[config.mk]
export PLATFORM = sky130hd
export DESIGN_NAME = i2c_berr_guard
export DESIGN_NICKNAME = d
export VERILOG_FILES = /design/src/rtl/i2c_berr_pkg.sv /design/src/rtl/i2c_berr_sync.sv /design/src/rtl/i2c_berr_cond.sv /design/src/rtl/i2c_berr_ctl.sv /design/src/rtl/i2c_berr_guard.sv
export SDC_FILE = /design/constraint.sdc
export NUM_CORES = 1
export LEC_CHECK = 0
export BUFFER_PORTS_ARGS = -buffer_cell sky130_fd_sc_hd__buf_2
export CAP_MARGIN = 0
export CORE_AREA = 5 5 42 44
export CTS_CLUSTER_DIAMETER = 150
export DETAILED_ROUTE_END_ITERATION = 7
export DIE_AREA = 0 0 47 49
export PLACE_DENSITY = 0.72
export SYNTH_ARGS = -nofsm -noshare
export SYNTH_HDL_FRONTEND = slang
export SYNTH_SLANG_ARGS = --single-unit
[constraint.sdc]
create_clock -name clk -period 0.9 [get_ports clk]
set_input_delay 0.18 -clock clk [delete_from_list [all_inputs] [get_ports clk]]
set_output_delay 0.18 -clock clk [all_outputs]
set_load 0.01 [all_outputs]
[src/rtl/i2c_berr_pkg.sv]
package i2c_berr_pkg;

  typedef enum logic [2:0] {
    PH_IDLE    = 3'd0,
    PH_ADDR    = 3'd1,
    PH_DATA    = 3'd2,
    PH_ACK     = 3'd3,
    PH_WAIT_RS = 3'd4
  } frame_phase_e;

  typedef enum logic [1:0] {
    MD_NAS = 2'd0,
    MD_MST = 2'd1,
    MD_SLV = 2'd2
  } ctrl_mode_e;

  localparam logic [7:0] STAT_NONE = 8'hF8;
  localparam logic [7:0] STAT_BERR = 8'h00;

  function automatic logic phase_guarded(input logic [2:0] ph);
    return (ph == PH_ADDR) || (ph == PH_DATA) || (ph == PH_ACK);
  endfunction

  function automatic logic mode_active(input logic [1:0] md);
    return (md == MD_MST) || (md == MD_SLV);
  endfunction

endpackage

[src/rtl/i2c_berr_sync.sv]
module i2c_berr_sync #(
  parameter int STAGES = 2
) (
  input  logic clk,
  input  logic rst,
  input  logic d_i,
  output logic q_o
);
  logic [STAGES-1:0] chain;

  for (genvar s = 0; s < STAGES; s++) begin : g_stage
    if (s == 0) begin : g_first
      always_ff @(posedge clk) begin
        if (rst) chain[s] <= 1'b1;
        else     chain[s] <= d_i;
      end
    end else begin : g_next
      always_ff @(posedge clk) begin
        if (rst) chain[s] <= 1'b1;
        else     chain[s] <= chain[s-1];
      end
    end
  end

  assign q_o = chain[STAGES-1];
endmodule

[src/rtl/i2c_berr_cond.sv]
module i2c_berr_cond (
  input  logic clk,
  input  logic rst,
  input  logic scl_s,
  input  logic sda_s,
  output logic start_o,
  output logic stop_o
);
  logic scl_p, sda_p;

  always_ff @(posedge clk) begin
    if (rst) begin
      scl_p <= 1'b1;
      sda_p <= 1'b1;
    end else begin
      scl_p <= scl_s;
      sda_p <= sda_s;
    end
  end

  // Condition needs SCL high on both samples with SDA moving between them
  assign start_o = scl_p & scl_s &  sda_p & ~sda_s;
  assign stop_o  = scl_p & scl_s & ~sda_p &  sda_s;
endmodule

[src/rtl/i2c_berr_ctl.sv]
module i2c_berr_ctl (
  input  logic clk,
  input  logic rst,
  input  logic we,
  input  logic w_sta,
  input  logic w_sto,
  input  logic w_si,
  input  logic w_aa,
  input  logic hw_set_si,
  input  logic hw_clr_sto,
  output logic sta_o,
  output logic sto_o,
  output logic si_o,
  output logic aa_o
);
  always_ff @(posedge clk) begin
    if (rst) begin
      sta_o <= 1'b0;
      sto_o <= 1'b0;
      si_o  <= 1'b0;
      aa_o  <= 1'b0;
    end else begin
      if (we) begin
        sta_o <= w_sta;
        aa_o  <= w_aa;
      end
      // hardware clear of STO wins over a coincident write
      if (hw_clr_sto)  sto_o <= 1'b0;
      else if (we)     sto_o <= w_sto;
      // hardware set of SI wins; software may only clear it
      if (hw_set_si)        si_o <= 1'b1;
      else if (we && !w_si) si_o <= 1'b0;
    end
  end
endmodule

[src/rtl/i2c_berr_guard.sv]
module i2c_berr_guard #(
  parameter int SYNC_STAGES = 2
) (
  input  logic       clk,
  input  logic       rst,
  input  logic       scl_i,
  input  logic       sda_i,
  input  logic [2:0] phase_i,
  input  logic [1:0] mode_i,
  input  logic       ctl_we,
  input  logic       ctl_sta,
  input  logic       ctl_sto,
  input  logic       ctl_si,
  input  logic       ctl_aa,
  output logic       sta_o,
  output logic       sto_o,
  output logic       si_o,
  output logic       aa_o,
  output logic [7:0] status_o,
  output logic       scl_rel_o,
  output logic       sda_rel_o,
  output logic       nas_req_o
);
  import i2c_berr_pkg::*;

  localparam int NLINES = 2;

  logic [NLINES-1:0] line_raw, line_s;
  logic start_c, stop_c;
  logic err_q, nas_q;
  logic detect, recover;

  assign line_raw = {scl_i, sda_i};

  for (genvar l = 0; l < NLINES; l++) begin : g_line
    i2c_berr_sync #(.STAGES(SYNC_STAGES)) u_sync (
      .clk (clk),
      .rst (rst),
      .d_i (line_raw[l]),
      .q_o (line_s[l])
    );
  end

  i2c_berr_cond u_cond (
    .clk     (clk),
    .rst     (rst),
    .scl_s   (line_s[1]),
    .sda_s   (line_s[0]),
    .start_o (start_c),
    .stop_o  (stop_c)
  );

  assign detect  = (start_c | stop_c) & phase_guarded(phase_i) &
                   mode_active(mode_i) & ~err_q;
  assign recover = err_q & sto_o & ~si_o;

  i2c_berr_ctl u_ctl (
    .clk        (clk),
    .rst        (rst),
    .we         (ctl_we),
    .w_sta      (ctl_sta),
    .w_sto      (ctl_sto),
    .w_si       (ctl_si),
    .w_aa       (ctl_aa),
    .hw_set_si  (detect),
    .hw_clr_sto (recover),
    .sta_o      (sta_o),
    .sto_o      (sto_o),
    .si_o       (si_o),
    .aa_o       (aa_o)
  );

  always_ff @(posedge clk) begin
    if (rst) begin
      err_q <= 1'b0;
      nas_q <= 1'b0;
    end else begin
      nas_q <= recover;
      if (recover)     err_q <= 1'b0;
      else if (detect) err_q <= 1'b1;
    end
  end

  assign status_o  = si_o ? STAT_BERR : STAT_NONE;
  assign scl_rel_o = err_q;
  assign sda_rel_o = err_q;
  assign nas_req_o = nas_q;
endmodule

# Word level (Yosys, flattened, before mapping)
# Cells that the tools add are included.
dict set report totals {
  output_inout_bits 15
  inputBits 14
  word_cells 42
  register_bits 12
}
dict set report classes {
  bitwise 15
  muxes 3
  n_eq_ne 5
  n_reduce_logical 7
}
# op count
set op_table {}
lappend op_table {{1-bit AND} 10}
lappend op_table {{8-bit two-way mux} 1}
lappend op_table {{3-bit by 2-bit equality test with 1-bit output, second input constant} 2}
lappend op_table {{1-bit inverter} 4}
lappend op_table {{3-bit by 1-bit equality test with 1-bit output, second input constant} 1}
lappend op_table {{1-bit logical OR} 3}
lappend op_table {{2-bit by 1-bit equality test with 1-bit output, second input constant} 1}
lappend op_table {{2-bit equality test, second input constant} 1}
lappend op_table {{1-bit two-way mux} 2}
lappend op_table {{2-bit nonzero test} 1}
lappend op_table {{2-bit OR reduction} 1}
lappend op_table {{1-bit logical AND} 1}
lappend op_table {{1-bit logical NOT} 1}
lappend op_table {{1-bit OR} 1}

# Logic depth before layout (Yosys ltp)
dict set report logic_depth {
  depth_word 8
  ltp_mapped 3
  ltp_nobuf 3
}

# Modules after synthesis
# Synthesis repeated with hierarchy kept, for this count alone.
dict set report unflattened {
  cells_unflattened 46
  area_unflattened_um2 493.0
}
# module instances cells_each seq_area_each_um2 area_each_um2
set modules_own_cells {}
lappend modules_own_cells {i2c_berr_guard 1 19 40.0 161.4}
lappend modules_own_cells {i2c_berr_ctl 1 13 80.1 153.9}
lappend modules_own_cells {i2c_berr_sync 2 4 40.0 52.6}
lappend modules_own_cells {i2c_berr_cond 1 6 40.0 72.6}

# Worst setup path before layout
# OpenSTA, ideal clock, no wires.
dict set report synth_timing {
  kind {flip-flop to flip-flop}
  startpoint {register, netlist name u_ctl.si_o}
  endpoint {register u_ctl.si_o}
  setup_slack_ns 0.024
  required_ns 0.808
  path_stages_with_launch 3
  t_arrival_ns 0.784
  cell_sequence {dfxtp_1 inv_1 o32ai_1}
}
# element line
set synth_lines {}
lappend synth_lines {{to (signal assigned)} i2c_berr_ctl.sv:20} ;# si_o <= 1'b0;
lappend synth_lines {{to (signal assigned)} i2c_berr_ctl.sv:31} ;# if (hw_set_si) si_o <= 1'b1;
lappend synth_lines {{to (signal assigned)} i2c_berr_ctl.sv:32} ;# else if (we && !w_si) si_o <= 1'b0;
lappend synth_lines {{to (decl)} i2c_berr_ctl.sv:13} ;# output logic si_o,

# Final worst setup path
dict set report layout_timing {
  startpoint {register u_ctl.si_o}
  endpoint {output port status_o[4]}
}
dict set report layout_between {
  elab_chain_len 1
}
# element line
set layout_lines {}
lappend layout_lines {{8-bit two-way mux} i2c_berr_guard.sv:84} ;# assign status_o = si_o ? STAT_BERR : STAT_NONE;
lappend layout_lines {{to (decl)} i2c_berr_guard.sv:19} ;# output logic [7:0] status_o,
# Every way passes these cells.

==> flow_metrics.py <==
metrics = {
    "route": {
        "ant_nets": 0,
        "firstDrtPassIters": 2,
        "drc": 0,
        "wl_per_cell_um": 11.4,
        "via_per_inst": 4.41,
        "drtIter0Drc": 1,
        "via_count": 384,
        "drt-total-wl_um": 991,
    },
    "global_routing": {
        "gr-usage-met2_pct": 14.7,
        "busiest_layer": "met2",
        "first_global_vias": 380,
        "grt_max_degree": 13,
        "grt_use_met3_pct": 2.21,
        "antenna_found_initial": 0,
        "track_usage_pct": 9.28,
        "grt_pass1_wl_um": 1500,
        "use_met1_pct": 10.1,
        "grt.overflow.total": 0,
    },
    "synthesis": {
        "async_flop_share_pct": 0,
        "syn_inst": 46,
        "synth_commonest_cells": "dfxtp_1, buf_4",
        "synth_area_leaders": "dfxtp_1, buf_4, mux2i_1",
        "synth.avg_cell_area_um2": 10.4,
        "synth_top_area_share_pct": 50.1,
        "synth_edf_count": 0,
        "yosysTopAreaCell": "dfxtp_1",
        "ys_seq_area_share_pct": 50.1,
        "ys_warn_count": 0,
        "synth_flop_cell": "dfxtp_1",
        "ys_seq_elements": 12,
        "netlist_area_um2": 479,
        "post-synth-top-count-cell": "dfxtp_1",
        "yosys.cell_types.count": 18,
    },
    "die": {
        "core_area_um2": 1400,
        "dieArea_um2": 2300,
        "die_h_um": 49,
        "row_count": 14,
        "dieWidth_um": 47,
        "io_pins": 29,
        "initial_utilization_pct": 34.2,
    },
    "critical_path": {
        "critPathArrivalTime_ns": 0.82,
        "rr_startpoint": "g_line[0].u_sync.q_o",
        "regToRegSetupSlack_ns": 0,
        "required_ns": 0.72,
        "crit_type": "reg2out",
        "worstPathMaxFanout": 6,
        "worstSetupEndpointType": "output pin",
        "start_kind": "flip-flop",
        "crit_path_start": "u_ctl.si_o",
    },
    "cts": {
        "clk_latency_ns": 0.27,
        "htreeDepth": 1,
        "cts_tree": "done",
        "cts_num_sinks": 12,
        "cts_root_buf": "clkbuf_4",
        "clk_pin_slew_worst_paths_ns": 0.07,
        "cts_buffer_depth": 2,
        "cts_buffers": 3,
        "postCtsHoldBufs": 0,
    },
    "sta": {
        "rsz0062_at_grt": "true",
        "skew_ns": 0.00383,
        "finalMaxSlewViolations": 0,
        "fmax_ghz": 1.00,
        "setup_viol": 8,
        "timing.final.crit_share_pct": 111,
        "final_hold_viol_count": 0,
        "setup_ws_ns": -0.0964,
        "period_needed_ns": 0.996,
    },
    "outcome": {
        "violations": "setup timing",
        "run_status": "complete, but fails checks",
    },
    "cells_and_area": {
        "nFillCells": 137,
        "final_area_um2": 714,
        "drive_above_1_share_pct": 63.4,
        "nNetsFinal": 86,
        "antennaDiodeCount": 0,
        "syn_to_final_growth_pct": 49.1,
    },
    "place": {
        "portBuffers": 25,
        "pre_cts_ws_ns": 0.0173,
        "place_congestion": 0.607,
        "placed_area_um2": 567,
    },
    "pwr": {
        "vdd_drop_max_uv": 927,
        "power_density_nw_per_um2": 1560,
        "leakagePower_nw": 0.329,
    },
    "worst_hold_path": {
        "hold_class": "in2reg",
        "hp-start": "scl_i",
    },
    "job": {
        "max-cap-violations": 0,
    },
}
==> critical path, stage by stage, from the launching register on <==
cell,delay (ns)
dfxtp_4,0.37
inv_6,0.08
buf_6,0.10
==> per-layer routing <==
metal | vias up | wire length [µm]
met4 | 0 | 4
li1 | 189 | -
met5 | - | 0
met2 | 23 | 493
met3 | 2 | 112
met1 | 170 | 381
==> placed cells by master (no fill, tap or decap), types with 2 or more instances in the layout <==
cell      Yosys  routed
buf_2         1      15
buf_6         0      10
dfxtp_1      12       6
dfxtp_2       0       4
or2_1         3       3
nor2_1        3       3
mux2i_1       3       3
or2_2         3       3
conb_1        1       3
clkbuf_4      0       3
buf_4         8       3
xor2_1        2       2
dfxtp_4       0       2
==> power breakdown <==
| part | leakage, nW | switching, mW | internal [mW] | total (mW) |
|---|---|---|---|---|
| Clock | 0.0210 | 0.170 | 0.246 | 0.416 |
| Combinational | 0.207 | 0.0606 | 0.0792 | 0.140 |
| Sequential | 0.101 | 0.0121 | 0.549 | 0.561 |
==> through the flow <==
stage	hold slack [ns]	power (mW)	TNS, ns	utilization (%)	cells
detailed placement	0.363	0.683	0	40.4	80
finish	0.0878	1.12	-0.579	51.0	87
CTS	0.0810	1.13	-0.658	50.4	87
global placement	0.358	0.681	0	40.4	80
floorplan	0.277	0.647	0	-	48
global route	0.0771	1.18	-1.09	51.0	87
==> path summary, 6_finish.rpt <==
check,end,cells past startpoint
worst max register to register,scl_rel_o,3
worst max-delay path,status_o[4],2
worst min-delay path,g_line[1].u_sync.chain[0],2
worst min register to register,g_line[0].u_sync.q_o,1
==> logic make-up (layout without fill, tap and decap cells) <==
logic type             count (synthesis)  count (layout)  synth area share (%)
XOR/XNOR                               2               2                  3.66
buffers and inverters                 10              33                  14.4
other                                  1               3                 0.783
AND/OR/NAND/NOR                       14              14                  17.2
AO/OA/AOI/OAI                          4               4                  7.57
flip-flops                            12              12                  50.1
multiplexers                           3               3                  6.27
==> timing repair <==
action	in CTS	in global routing
resized for setup	21	2
setup endpoints to repair	11	15
pin swaps	1	2
cloned	0	0
setup buffers	3	0
==> area by class of cell <==
class,instances,area (µm²),area share (%)
timing repair buffer,28,210,29.4
tap,16,20.0,2.80
clock buffer,4,36.3,5.08
inverter,1,8.76,1.23
multi-input combinational,26,186,26.1
sequential,12,253,35.4
(Power assumes the default switching activity.)
